## src/rtl/lru_pkg.sv

```systemverilog
package lru_pkg;

  typedef enum logic [3:0] {
    ST_IDLE,
    ST_CAP,
    ST_CTL,
    ST_STS,
    ST_LNK_RD,
    ST_LNK_WR,
    ST_RSN_RD,
    ST_RSN_WR,
    ST_CLR,
    ST_GO_RD,
    ST_GO_WR,
    ST_WAIT,
    ST_POLL,
    ST_ACK
  } seq_state_e;

  typedef struct packed {
    logic done;
    logic success;
    logic fail;
    logic timeout;
    logic busy_err;
    logic speed_5g;
  } seq_result_t;

  // Controller register offsets (decoded by the controller)
  localparam logic [31:0] OFS_CAP = 32'h0001_1078;
  localparam logic [31:0] OFS_CTL = 32'h0001_1058;
  localparam logic [31:0] OFS_STS = 32'h0001_1054;
  localparam logic [31:0] OFS_RSN = 32'h0001_1084;

  // Rate field in capability/status words
  localparam int          SPD_LSB = 16;
  localparam int          SPD_W   = 4;
  localparam logic [3:0]  SPD_5G  = 4'd2;

  // Target-rate field in the link control word
  localparam int          TGT_W   = 4;
  localparam logic [3:0]  TGT_5G  = 4'd2;

  localparam int          CTL_CHG_BIT  = 24;
  localparam int          STS_FIN_BIT  = 4;
  localparam int          STS_FAIL_BIT = 6;
  localparam int          STS_SUCC_BIT = 7;
  localparam int          RSN_BIT      = 31;

endpackage

```

## src/rtl/lru_bus_port.sv

```systemverilog
module lru_bus_port #(
  parameter int ADDR_W = 24,
  parameter int DATA_W = 32
) (
  input  logic              clk,
  input  logic              rst_n,
  input  logic              go_i,
  input  logic              we_i,
  input  logic [ADDR_W-1:0] addr_i,
  input  logic [DATA_W-1:0] wdata_i,
  output logic              bus_req_o,
  output logic              bus_we_o,
  output logic [ADDR_W-1:0] bus_addr_o,
  output logic [DATA_W-1:0] bus_wdata_o,
  input  logic              bus_ack_i,
  input  logic [DATA_W-1:0] bus_rdata_i,
  output logic              rsp_o,
  output logic [DATA_W-1:0] rdata_o
);

  logic              req_q, req_n;
  logic              we_q, we_n;
  logic [ADDR_W-1:0] addr_q, addr_n;
  logic [DATA_W-1:0] wdata_q, wdata_n;
  logic              rsp_q, rsp_n;
  logic [DATA_W-1:0] rdata_q, rdata_n;
  logic              accept;

  assign accept = req_q && bus_ack_i;

  always_comb begin
    req_n   = req_q;
    we_n    = we_q;
    addr_n  = addr_q;
    wdata_n = wdata_q;
    rdata_n = rdata_q;
    rsp_n   = accept;
    if (go_i) begin
      req_n   = 1'b1;
      we_n    = we_i;
      addr_n  = addr_i;
      wdata_n = wdata_i;
    end else if (accept) begin
      req_n = 1'b0;
    end
    if (accept && !we_q) begin
      rdata_n = bus_rdata_i;
    end
  end

  always_ff @(posedge clk or negedge rst_n) begin
    if (!rst_n) begin
      req_q   <= 1'b0;
      we_q    <= 1'b0;
      addr_q  <= '0;
      wdata_q <= '0;
      rsp_q   <= 1'b0;
      rdata_q <= '0;
    end else begin
      req_q   <= req_n;
      we_q    <= we_n;
      addr_q  <= addr_n;
      wdata_q <= wdata_n;
      rsp_q   <= rsp_n;
      rdata_q <= rdata_n;
    end
  end

  assign bus_req_o   = req_q;
  assign bus_we_o    = we_q;
  assign bus_addr_o  = addr_q;
  assign bus_wdata_o = wdata_q;
  assign rsp_o       = rsp_q;
  assign rdata_o     = rdata_q;

  // an unacknowledged request keeps its command stable
  a_r13_req_stable: assert property (@(posedge clk) disable iff (!rst_n)
    (bus_req_o && !bus_ack_i) |=>
      (bus_req_o && $stable(bus_we_o) && $stable(bus_addr_o) && $stable(bus_wdata_o)));

  // no new command while one is outstanding
  a_r13_single_outstanding: assert property (@(posedge clk) disable iff (!rst_n)
    go_i |-> !bus_req_o);

endmodule

```

## src/rtl/lru_tick_timer.sv

```systemverilog
module lru_tick_timer #(
  parameter int LIMIT = 1000
) (
  input  logic clk,
  input  logic rst_n,
  input  logic clr_i,
  input  logic inc_i,
  output logic expired_o
);

  localparam int CNT_W = $clog2(LIMIT + 1);
  localparam logic [CNT_W-1:0] LIMIT_C = CNT_W'(LIMIT);

  logic [CNT_W-1:0] cnt_q, cnt_n;

  always_comb begin
    cnt_n = cnt_q;
    if (clr_i) begin
      cnt_n = '0;
    end else if (inc_i && (cnt_q != LIMIT_C)) begin
      cnt_n = cnt_q + 1'b1;
    end
  end

  always_ff @(posedge clk or negedge rst_n) begin
    if (!rst_n) begin
      cnt_q <= '0;
    end else begin
      cnt_q <= cnt_n;
    end
  end

  assign expired_o = (cnt_q == LIMIT_C);

  // the poll count never runs past the budget
  a_r10_cnt_bound: assert property (@(posedge clk) disable iff (!rst_n)
    cnt_q <= LIMIT_C);

endmodule

```

## src/rtl/lru_fsm.sv

```systemverilog
module lru_fsm
  import lru_pkg::*;
#(
  parameter int              ADDR_W   = 24,
  parameter int              DATA_W   = 32,
  parameter logic [31:0]     LNK_ADDR = 32'h0000_70D0
) (
  input  logic              clk,
  input  logic              rst_n,
  input  logic              start_i,
  input  logic              tick_i,
  output logic              go_o,
  output logic              we_o,
  output logic [ADDR_W-1:0] addr_o,
  output logic [DATA_W-1:0] wdata_o,
  input  logic              rsp_i,
  input  logic [DATA_W-1:0] rdata_i,
  output logic              tmr_clr_o,
  output logic              tmr_inc_o,
  input  logic              tmr_expired_i,
  output seq_result_t       res_o
);

  localparam logic [ADDR_W-1:0] A_CAP = ADDR_W'(OFS_CAP);
  localparam logic [ADDR_W-1:0] A_CTL = ADDR_W'(OFS_CTL);
  localparam logic [ADDR_W-1:0] A_STS = ADDR_W'(OFS_STS);
  localparam logic [ADDR_W-1:0] A_RSN = ADDR_W'(OFS_RSN);
  localparam logic [ADDR_W-1:0] A_LNK = ADDR_W'(LNK_ADDR);
  localparam logic [DATA_W-1:0] STALE_MASK =
    (DATA_W'(1) << STS_FIN_BIT) | (DATA_W'(1) << STS_FAIL_BIT) | (DATA_W'(1) << STS_SUCC_BIT);
  localparam logic [DATA_W-1:0] TGT_MASK = DATA_W'((1 << TGT_W) - 1);

  seq_state_e        state_q, state_n;
  seq_result_t       res_q, res_n;
  logic [DATA_W-1:0] sts_q, sts_n;
  logic              pend_q, pend_n;
  logic              capok_q, capok_n;
  logic              access;
  logic              rd_fast;

  assign rd_fast = (rdata_i[SPD_LSB +: SPD_W] == SPD_5G);
  assign access  = (state_q != ST_IDLE) && (state_q != ST_WAIT);
  assign go_o    = access && !pend_q;

  // Command decode per state
  always_comb begin
    we_o    = 1'b0;
    addr_o  = A_STS;
    wdata_o = '0;
    unique case (state_q)
      ST_CAP:    addr_o = A_CAP;
      ST_CTL:    addr_o = A_CTL;
      ST_STS:    addr_o = A_STS;
      ST_LNK_RD: addr_o = A_LNK;
      ST_LNK_WR: begin
        we_o    = 1'b1;
        addr_o  = A_LNK;
        wdata_o = (rdata_i & ~TGT_MASK) | DATA_W'(TGT_5G);
      end
      ST_RSN_RD: addr_o = A_RSN;
      ST_RSN_WR: begin
        we_o    = 1'b1;
        addr_o  = A_RSN;
        wdata_o = rdata_i & ~(DATA_W'(1) << RSN_BIT);
      end
      ST_CLR: begin
        we_o    = 1'b1;
        addr_o  = A_STS;
        wdata_o = sts_q;
      end
      ST_GO_RD:  addr_o = A_CTL;
      ST_GO_WR: begin
        we_o    = 1'b1;
        addr_o  = A_CTL;
        wdata_o = rdata_i | (DATA_W'(1) << CTL_CHG_BIT);
      end
      ST_POLL:   addr_o = A_STS;
      ST_ACK: begin
        we_o    = 1'b1;
        addr_o  = A_STS;
        wdata_o = rdata_i;
      end
      default: ;
    endcase
  end

  // Next-state logic
  always_comb begin
    state_n   = state_q;
    res_n     = res_q;
    sts_n     = sts_q;
    capok_n   = capok_q;
    pend_n    = pend_q;
    tmr_clr_o = 1'b0;
    tmr_inc_o = 1'b0;
    if (go_o)  pend_n = 1'b1;
    if (rsp_i) pend_n = 1'b0;
    unique case (state_q)
      ST_IDLE: if (start_i) begin
        state_n = ST_CAP;
        res_n   = '0;
        capok_n = 1'b0;
      end
      ST_CAP: if (rsp_i) begin
        if (rd_fast) begin
          state_n = ST_CTL;
          capok_n = 1'b1;
        end else begin
          state_n    = ST_IDLE;
          res_n.done = 1'b1;
        end
      end
      ST_CTL: if (rsp_i) begin
        if (rdata_i[CTL_CHG_BIT]) begin
          state_n        = ST_IDLE;
          res_n.done     = 1'b1;
          res_n.busy_err = 1'b1;
        end else begin
          state_n = ST_STS;
        end
      end
      ST_STS: if (rsp_i) begin
        sts_n = rdata_i;
        if (rd_fast) begin
          state_n        = ST_IDLE;
          res_n.done     = 1'b1;
          res_n.success  = 1'b1;
          res_n.speed_5g = 1'b1;
        end else begin
          state_n = ST_LNK_RD;
        end
      end
      ST_LNK_RD: if (rsp_i) state_n = ST_LNK_WR;
      ST_LNK_WR: if (rsp_i) state_n = ST_RSN_RD;
      ST_RSN_RD: if (rsp_i) state_n = ST_RSN_WR;
      ST_RSN_WR: if (rsp_i) state_n = ((sts_q & STALE_MASK) != '0) ? ST_CLR : ST_GO_RD;
      ST_CLR:    if (rsp_i) state_n = ST_GO_RD;
      ST_GO_RD:  if (rsp_i) state_n = ST_GO_WR;
      ST_GO_WR: if (rsp_i) begin
        state_n   = ST_WAIT;
        tmr_clr_o = 1'b1;
      end
      ST_WAIT: if (tick_i) begin
        state_n   = ST_POLL;
        tmr_inc_o = 1'b1;
      end
      ST_POLL: if (rsp_i) begin
        if (rdata_i[STS_FIN_BIT]) begin
          state_n = ST_ACK;
        end else if (tmr_expired_i) begin
          state_n        = ST_IDLE;
          res_n.done     = 1'b1;
          res_n.timeout  = 1'b1;
          res_n.speed_5g = rd_fast;
        end else begin
          state_n = ST_WAIT;
        end
      end
      ST_ACK: if (rsp_i) begin
        state_n        = ST_IDLE;
        res_n.done     = 1'b1;
        res_n.fail     = rdata_i[STS_FAIL_BIT];
        res_n.success  = !rdata_i[STS_FAIL_BIT];
        res_n.speed_5g = rd_fast;
      end
      default: state_n = ST_IDLE;
    endcase
  end

  always_ff @(posedge clk or negedge rst_n) begin
    if (!rst_n) begin
      state_q <= ST_IDLE;
      res_q   <= '0;
      sts_q   <= '0;
      pend_q  <= 1'b0;
      capok_q <= 1'b0;
    end else begin
      state_q <= state_n;
      res_q   <= res_n;
      sts_q   <= sts_n;
      pend_q  <= pend_n;
      capok_q <= capok_n;
    end
  end

  assign res_o = res_q;

  // no write is issued before the capability gate has passed
  a_r2_write_after_cap: assert property (@(posedge clk) disable iff (!rst_n)
    (go_o && we_o) |-> capok_q);

  // every control write carries the change-start bit
  a_r8_start_bit: assert property (@(posedge clk) disable iff (!rst_n)
    (go_o && we_o && addr_o == A_CTL) |-> wdata_o[CTL_CHG_BIT]);

  // every reason write has the reason bit cleared
  a_r6_reason_clear: assert property (@(posedge clk) disable iff (!rst_n)
    (go_o && we_o && addr_o == A_RSN) |-> !wdata_o[RSN_BIT]);

  // outcome flags are mutually exclusive
  a_r11_flags_excl: assert property (@(posedge clk) disable iff (!rst_n)
    $onehot0({res_q.success, res_q.fail, res_q.timeout, res_q.busy_err}));

  // results hold while idle without a start pulse
  a_r12_hold: assert property (@(posedge clk) disable iff (!rst_n)
    (state_q == ST_IDLE && !start_i) |=> $stable(res_q));

  // a start pulse during a run leaves the results cleared
  a_r12_ignore_start: assert property (@(posedge clk) disable iff (!rst_n)
    (state_q != ST_IDLE && start_i && !res_q.done) |=> (state_n == ST_IDLE || !res_q.done));

endmodule

```

## src/rtl/link_rate_upgrader.sv

```systemverilog
module link_rate_upgrader
  import lru_pkg::*;
#(
  parameter int          ADDR_W        = 24,
  parameter int          DATA_W        = 32,
  parameter int          TIMEOUT_TICKS = 1000,
  parameter logic [31:0] LNK_ADDR      = 32'h0000_70D0
) (
  input  logic              clk,
  input  logic              rst_n,
  input  logic              start_i,
  input  logic              tick_i,
  output logic              bus_req_o,
  output logic              bus_we_o,
  output logic [ADDR_W-1:0] bus_addr_o,
  output logic [DATA_W-1:0] bus_wdata_o,
  input  logic              bus_ack_i,
  input  logic [DATA_W-1:0] bus_rdata_i,
  output logic              done_o,
  output logic              success_o,
  output logic              fail_o,
  output logic              timeout_o,
  output logic              busy_err_o,
  output logic              speed_5g_o
);

  logic [1:0]        rst_sync_q;
  logic              rst_int_n;
  logic              go;
  logic              we;
  logic [ADDR_W-1:0] addr;
  logic [DATA_W-1:0] wdata;
  logic              rsp;
  logic [DATA_W-1:0] rdata;
  logic              tmr_clr;
  logic              tmr_inc;
  logic              tmr_expired;
  seq_result_t       res;

  // Reset: asserted asynchronously, released on the clock
  always_ff @(posedge clk or negedge rst_n) begin
    if (!rst_n) begin
      rst_sync_q <= 2'b00;
    end else begin
      rst_sync_q <= {rst_sync_q[0], 1'b1};
    end
  end
  assign rst_int_n = rst_sync_q[1];

  lru_fsm #(
    .ADDR_W   (ADDR_W),
    .DATA_W   (DATA_W),
    .LNK_ADDR (LNK_ADDR)
  ) u_fsm (
    .clk           (clk),
    .rst_n         (rst_int_n),
    .start_i       (start_i),
    .tick_i        (tick_i),
    .go_o          (go),
    .we_o          (we),
    .addr_o        (addr),
    .wdata_o       (wdata),
    .rsp_i         (rsp),
    .rdata_i       (rdata),
    .tmr_clr_o     (tmr_clr),
    .tmr_inc_o     (tmr_inc),
    .tmr_expired_i (tmr_expired),
    .res_o         (res)
  );

  lru_bus_port #(
    .ADDR_W (ADDR_W),
    .DATA_W (DATA_W)
  ) u_port (
    .clk         (clk),
    .rst_n       (rst_int_n),
    .go_i        (go),
    .we_i        (we),
    .addr_i      (addr),
    .wdata_i     (wdata),
    .bus_req_o   (bus_req_o),
    .bus_we_o    (bus_we_o),
    .bus_addr_o  (bus_addr_o),
    .bus_wdata_o (bus_wdata_o),
    .bus_ack_i   (bus_ack_i),
    .bus_rdata_i (bus_rdata_i),
    .rsp_o       (rsp),
    .rdata_o     (rdata)
  );

  lru_tick_timer #(
    .LIMIT (TIMEOUT_TICKS)
  ) u_timer (
    .clk       (clk),
    .rst_n     (rst_int_n),
    .clr_i     (tmr_clr),
    .inc_i     (tmr_inc),
    .expired_o (tmr_expired)
  );

  assign done_o     = res.done;
  assign success_o  = res.success;
  assign fail_o     = res.fail;
  assign timeout_o  = res.timeout;
  assign busy_err_o = res.busy_err;
  assign speed_5g_o = res.speed_5g;

endmodule

```

## config.mk

```make
export PLATFORM = sky130hd
export DESIGN_NAME = link_rate_upgrader
export DESIGN_NICKNAME = d
export VERILOG_FILES = /design/src/rtl/lru_pkg.sv /design/src/rtl/lru_bus_port.sv /design/src/rtl/lru_tick_timer.sv /design/src/rtl/lru_fsm.sv /design/src/rtl/link_rate_upgrader.sv
export SDC_FILE = /design/constraint.sdc
export NUM_CORES = 1
export LEC_CHECK = 0
export ABC_CLOCK_PERIOD_IN_PS = 4900
export BUFFER_PORTS_ARGS = -buffer_cell sky130_fd_sc_hd__buf_2
export CORE_AREA = 2 2 107 109
export CTS_CLUSTER_DIAMETER = 150
export DETAILED_ROUTE_END_ITERATION = 12
export DIE_AREA = 0 0 109 111
export PLACE_DENSITY = 0.77
export SLEW_MARGIN = 20
export SYNTH_ARGS = -nofsm -noshare
export SYNTH_HDL_FRONTEND = slang
export SYNTH_SLANG_ARGS = --single-unit
```

## constraint.sdc

```tcl
create_clock -name clk -period 4.9 [get_ports clk]
set_input_delay 0.98 -clock clk [delete_from_list [all_inputs] [get_ports clk]]
set_output_delay 0.98 -clock clk [all_outputs]
set_load 0.02 [all_outputs]
```

# == Word level (Yosys, flattened, before mapping) ==
# Cells that the tools add are included.
# word_totals
elab_cells,143
output_inout_bits,64
inputBits,37
ff_bits,146
# classes
muxes,57
reduce_logical,32
addsub,1
eq_ne,36
# ops
cell,count
case mux 32 bit (5 select lines),1
case mux 17 bit (4 select lines),1
two-way mux 4 bit,16
case mux 4 bit (14 select lines),1
nonzero test 32 bit,1
inequality test 2 x 1 -> 1 bit (second input constant),14
equality test 4 bit (second input constant),6
two-way mux 1 bit,23
two-way mux 10 bit,2
equality test 4 x 3 -> 1 bit (second input constant),4
AND reduction 14 bit,1
equality test 4 x 2 -> 1 bit (second input constant),3
AND reduction 12 bit,1
nonzero test 2 bit,6
adder 10 x 1 -> 10 bit (second input constant),1
equality test 10 bit (second input constant),1
inequality test 10 bit (second input constant),1
inequality test 2 bit (second input constant),5
AND reduction 5 bit,2
two-way mux 2 bit,4
AND reduction 8 bit,1
nonzero test 4 bit,2
two-way mux 3 bit,2
two-way mux 6 bit,1
other kinds (17),26

# == Longest topological paths before layout ==
# Gate-level depths: netlist (run 1).
# depth
word_depth,5
ltp_mapped,8
ltp_nobuf,7

# == Cells and area by module ==
# Synthesis (run 1) repeated with hierarchy kept, for this count alone.
# unflattened
hier_cells,519
hier_area_um2,6736.5
# modules_own_cells
mod,area_per_inst_um2,cells_per_inst,n_inst,seq_area_each_um2
lru_bus_port,3500.9,193,1,2277.2
lru_fsm,2562.5,257,1,1076.0
lru_tick_timer,619.3,66,1,250.2
link_rate_upgrader,53.8,3,1,50.0

# == Worst setup path before layout (run 1) ==
# No wires, ideal clock.
# synth_path
path_type,in2reg
start,in start_i
end,reg u_fsm.state_q[0]
arrival_ps,1948
path_stages,4
path_slack_ps,2827
setup_time_ps,125
required_ps,4775
path_buffers,0
cell_sequence,or4_4 a21oi_2 a31oi_2 mux2_4
# synth_via
elab_chain_cells,2
# synth_rtl
element,line_no,source
start: declaration,link_rate_upgrader.sv:11,"input logic start_i,"
inequality test 2 bit (no source line),-,
AND reduction 14 bit (no source line),-,
end signal: assignment,lru_fsm.sv:178,state_q <= state_n;
end: declaration,lru_fsm.sv:33,"seq_state_e state_q, state_n;"
# No other way between the ends.
# A chain may end at the register's enable or synchronous reset.

# == Worst setup path after layout (run 1) ==
# layout_path
start,reg u_fsm.state_q[0]
end,"reg u_port.wdata_q[6], in the netlist u_port.bus_wdata_o[6]"
# layout_via
elab_chain_cells,3
elab_cells_between_ends,10
cone_classes,eq/ne: 6; mux: 1; reduce/logical: 3
# layout_rtl
element,line_no,source
branches (longest 3 deep; another with case mux 32 bit (5 select lines)),-,
end signal: assignment,lru_bus_port.sv:63,wdata_q <= wdata_n;
end: declaration,lru_bus_port.sv:24,"logic [DATA_W-1:0] wdata_q, wdata_n;"
# Several ways; the timed one is not identified.

==> impl_metrics.ini, run 1 <==
[timing]
fin_crit_ns = 2.613
setup_tns_ns = 0
worst_pin_slew_ns = 0.9733
drv_slew = 0
rsz0062_at_grt = no
worst_clock_skew_ns = 0.005007
max_slew_margin = 0.3511
max_freq_ghz = 0.3827
setup_violations = 0
fin_crit_sh = 0.5333
hold_viol = 0
setup_ws_ns = 2.287

[clock_tree]
cts_hold_buffers = 0
cts.sinks = 130
ctsResizeCount = 0
path_clk_slew_ns = 0.06
cts_setup_buffers = 0
clock_latency_ns = 0.41
cts_max_path_buffers = 2
cts_tree = built
numCtsBuffers = 17
htree_levels = 4
root_buffer = clkbuf_16

[finish]
utilization = 0.6235
final_common_cell = dfrtp_1
nets = 633
final_cell_mix = 128 x dfrtp_1, 86 x buf_2, 75 x nor2_1
final_cell_area_sq_mm = 0.006907
drive_gt1_frac = 0.3229
antenna-diode-count = 0
syn2layout_area_growth_pct = 16.73

[placed_design]
portBuffers = 86
gp_congestion = 0.7987
placed_area_sq_mm = 0.006317
pre_cts_ws_ns = 2.100
dp_hpwl_um = 8340

[worst_setup_path]
crit_arrival_ns = 2.95
critPathRequiredTime_ns = 5.23
critPathLaunchType = register
cp-endpoint = u_port.bus_wdata_o[6]
r2r-end = u_port.bus_wdata_o[6]
r2r-start = u_fsm.state_q[0]
ff2ff_setup_slack_ns = 2.29
worstPathMaxFanout = 27
end_kind = register
worstSetupStartpoint = u_fsm.state_q[0]
path_class = register to register
rr_worst_depth = 6

[route]
wl_met3_um = 690
routed_wl_um = 12710
vias_per_cell = 5.616
drtPass1Iterations = 4
vias = 4212
drt_iter0_drc = 284
route.met2.wl_um = 6420
wl_per_cell_um = 16.94
drc = 0
antenna_left = 0
routed.top_layer = met4
drt-met1-wl_um = 5427

[flow_run]
max_cap_violations = 0

[die]
ioPinCount = 101
dieHeight_um = 111
die_x_um = 109
core_sq_mm = 0.01108
die_area_sq_mm = 0.01210
rows = 39
initial_core_util = 0.5342

[synthesis]
synth_seq_cells = 130
synthCells = 522
synth_area_leaders = dfrtp_1 55%, mux2_2 10%, nor2_1 4.8%
ys_seq_area_frac = 0.5498
synthArstFlopShare = 1.000
synth_area_sq_mm = 0.005917
synth_cell_types = 61
synth_edf_count = 0
syn_avg_cell_area_sq_um = 11.34
yosys_warnings = 0
yosysTopAreaCellShare = 0.5498
synth_ff_type = dfrtp_1
synth_area_leader_cell = dfrtp_1

[global_route]
antenna_found_initial = 0
grt-ovfl-total = 0
grt_usage = 0.2263
grt_max_degree = 77
grt_pass1_wl_um = 21200
grt_pass1_vias = 4305

[power]
p_leak_nw = 3.219
power.density_mw_per_mm2 = 677.3
peakVddDrop_uv = 394.4

[run_status]
status = finished, final reports clean

[min_path]
hold_path.class = input pin to asynchronous set/reset pin
worst min-delay path by stage:
stage	cells past startpoint	slack (ns)	endpoint	from
after floorplan	0	0.33	rst_sync_q[1]	rst_sync_q[0]
after global placement	0	0.34	rst_sync_q[1]	rst_sync_q[0]
after detailed placement	0	0.34	rst_sync_q[1]	rst_sync_q[0]
after CTS	1	0.33	rst_sync_q[1]	rst_n
after global routing	1	0.32	rst_sync_q[1]	rst_n
final	1	0.34	rst_sync_q[1]	rst_n
synth_stat cells, types with 5 or more instances:
cell type / n
a221oi_1: 26
mux2_2: 54
dfrtp_1: 130
buf_4: 24
nor3_1: 6
o21ai_0: 18
a21oi_1: 11
nand2_1: 33
a31oi_1: 7
nor2_1: 75
mux2_1: 9
inv_1: 7
nand2b_1: 7
xor2_1: 5
clkbuf_1: 6
buf_2: 18
nand3_1: 10
kinds of logic (layout without fill, tap and decap cells):
group | count (synthesis) | in the layout | synth area share
buffers and inverters | 56 | 128 | 0.05583
other | 2 | 15 | 0.001269
multiplexers | 68 | 68 | 0.1300
AO/OA/AOI/OAI | 93 | 93 | 0.1148
XOR/XNOR | 9 | 9 | 0.01332
AND/OR/NAND/NOR | 161 | 161 | 0.1290
flip-flops | 130 | 130 | 0.5498
adder cells (fa/ha/maj) | 3 | 3 | 0.005920
state kept, by name, summed over array words and instances, names as in the netlist:
name                flops
u_port.bus_req_o        1
u_port.bus_addr_o       8
u_fsm.res_o             6
u_port.bus_wdata_o     32
u_timer.cnt_q          10
u_fsm.state_q           4
u_fsm.sts_q            32
u_port.rsp_o            1
u_port.rdata_o         32
u_fsm.pend_q            1
rst_sync_q              2
u_port.bus_we_o         1
where the power goes:
part | internal, mW | leakage (nW) | switching (mW) | total [mW]
clock network | 0.748 | 0.282 | 0.495 | 1.24
logic | 0.657 | 1.31 | 0.859 | 1.52
registers | 1.49 | 1.63 | 0.428 | 1.92
total | 2.90 | 3.22 | 1.78 | 4.68
layer usage:
metal | track usage | vias up
met4 | 0.08034 | 0
met2 | 0.3611 | 119
met5 | 0 | -
met1 | 0.2933 | 2094
li1 | - | 1980
met3 | 0.06643 | 19
layout make-up:
| type | instances | area, sq um |
|---|---|---|
| Multi-Input combinational cell | 349 | 2402 |
| Clock buffer | 20 | 466.7 |
| Clock inverter | 12 | 121.4 |
| Fill cell | 867 | 4170 |
| Inverter | 7 | 26.28 |
| Tap cell | 143 | 178.9 |
| Sequential cell | 130 | 3258 |
| Timing Repair Buffer | 89 | 452.9 |
worst max-delay path, stage by stage, from the launching register on:
cell and delay [ns]:
dfrtp_1 0.69, or3_1 0.45, nand2_1 0.15, a21o_1 0.61
buf_4 0.37, a221oi_1 0.09, nor2_1 0.17
metrics by stage:
step	power, mW	hold slack, ns	cells
6_report	4.678	0.3374	750
2_1_floorplan	3.006	0.3312	535
4_1_cts	4.697	0.3275	750
3_5_place_dp	3.444	0.3355	718
5_1_grt	4.949	0.3225	750
3_3_place_gp	3.362	0.3391	718
No activity file was read; power rests on OpenSTA's default activity.
==> run 2: changes to the inputs <==
Settings changed: ABC_CLOCK_PERIOD_IN_PS 4900 to 2540.
Clock period 4.9 ns to 2.54 ns, I/O delays scaled along.
==> run 2 against run 1 <==
Net effect:
- clock skew grew 0.0014 ns
- clock-buffer cell count rose by 1
- critical path type unchanged
- final cell count grew 1.9%
- sequential power grew 87%
- combinational power grew 110%
- core utilization up 1.6 points
- power grew 99%
- cell area up 2.6%
- register-to-register slack worse by 2.0 ns
==> impl_metrics.ini, run 2 (synthesized netlist as in run 1, its figures left out) <==
[worst_setup_path]
cp_slowest_cell = a21oi_4
worstPathMaxFanout = 30
end_kind = register
max_stage_delay_ns = 0.73
critPathLaunchType = register
critPathRequiredTime_ns = 2.86
crit_arrival_ns = 2.55
ff2ff_setup_slack_ns = 0.32
crit_chain = or3_1 -> nand2_1 -> a21oi_4 -> o21ai_2 -> o21ai_0
crit_buf_inv = 0
critPathTopFamily = compound AO/OA/AOI/OAI gates
path_class = register to register

[die]
dieHeight_um = 111
rows = 39
ioPinCount = 101
core_sq_mm = 0.01108
die_area_sq_mm = 0.01210
die_x_um = 109
initial_core_util = 0.5342

[timing]
fin_crit_ns = 2.224
max_slew_margin = 0.4096
setup_tns_ns = 0
drv_slew = 0
fin_crit_sh = 0.8755
max_freq_ghz = 0.4497
worst_pin_slew_ns = 0.8836
worst_hold_slack_ns = 0.2876
rsz0062_at_grt = no
hold_viol = 0
setup_violations = 0
worst_clock_skew_ns = 0.006377

[placed_design]
dp_hpwl_um = 8640
dpl.cell_count = 731
portBuffers = 86
placed_area_sq_mm = 0.006440
gp_congestion = 0.8983

[route]
antenna_left = 0
vias = 4329
routed_wl_um = 13090
drtPass1Iterations = 4
wl_per_cell_um = 17.13
drt_iter0_drc = 306
vias_per_cell = 5.666
drc = 0

[clock_tree]
htree_levels = 4
cts_tree = built
numCtsBuffers = 17
cts.sinks = 130
cts_max_path_buffers = 2
cts_setup_buffers = 0
clock_latency_ns = 0.41
root_buffer = clkbuf_16
path_clk_slew_ns = 0.06

[power]
comb_power_share = 0.338
internal-power_mw = 5.873
peakVddDrop_uv = 782.9
p_seq_frac = 0.387
swShare = 0.3679
power.density_mw_per_mm2 = 1312
clkPwrFrac = 0.275
p_sw_mw = 3.418
p_leak_nw = 3.323

[finish]
nets = 647
final_cell_mix = 129 x dfrtp_1, 86 x buf_2, 75 x nor2_1
multi_input_area_sq_mm = 0.002404
final_common_cell = dfrtp_1
syn2layout_area_growth_pct = 19.71
seqCellArea_sq_mm = 0.003257
final_cell_area_sq_mm = 0.007083
antenna-diode-count = 0
nFillCells = 875
utilization = 0.6394
drive_gt1_frac = 0.3366
final_cells = 764

[global_route]
grt_max_degree = 63
antenna_found_initial = 0
grt_pass1_wl_um = 21440
grt_usage = 0.2316
grt-ovfl-total = 0
grt_pass1_vias = 4267

[run_status]
status = finished, final reports clean

[min_path]
hold_path.class = input pin to register

[flow_run]
max_cap_violations = 0
## run 2: final timing paths
check,start,to,cells after the start
max,u_fsm.state_q[3],u_port.bus_wdata_o[2],5
min,bus_ack_i,u_port.bus_req_o,2
max reg2reg,u_fsm.state_q[3],u_port.bus_wdata_o[2],5
min reg2reg,rst_sync_q[0],rst_sync_q[1],0
max in group asynchronous,rst_sync_q[1],u_timer.cnt_q[9],1
min in group asynchronous,rst_n,rst_sync_q[1],2
## run 2: cell type report
| type | count | share of cell area |
|---|---|---|
| well taps | 143 | 0.02526 |
| inverters | 7 | 0.003710 |
| flip-flops and latches | 130 | 0.4598 |
| clock inverters | 11 | 0.02137 |
| repair buffers | 103 | 0.08267 |
| multi-input cells | 349 | 0.3393 |
| clock buffers | 21 | 0.06783 |
## run 2: per-stage QoR
step           worst slack [ns]  power (mW)
2_1_floorplan            0.3759       5.799
3_3_place_gp             0.3680       6.625
3_5_place_dp             0.2254       6.762
4_1_cts                  0.2290       9.354
5_1_grt                 0.06747       9.838
6_report                 0.3163       9.291
## run 2: metal layers
layer	part of all wire	wire, um	track usage	vias up
met5	0	0	0	-
met2	0.48	6338	0.3557	127
met1	0.43	5642	0.3015	2176
li1	-	-	-	2001
met4	0.023	303	0.1043	0
met3	0.061	805	0.06996	25
## run 2: power by group through the flow
| stage | logic [mW] | registers [mW] | clock network (mW) |
|---|---|---|---|
| after floorplan | 2.02 | 3.78 | 0 |
| after global placement | 3.05 | 3.57 | 0 |
| after detailed placement | 3.15 | 3.62 | 0 |
| after CTS | 3.16 | 3.59 | 2.60 |
| after global routing | 3.45 | 3.71 | 2.68 |
| final | 3.14 | 3.60 | 2.56 |
## run 2: timing repair
action | in CTS | in global routing
endpoints found under the setup margin | 0 | 2
gates resized for setup | 0 | 1
hold buffers | 1 | 0
hold endpoints to repair | 2 | 0
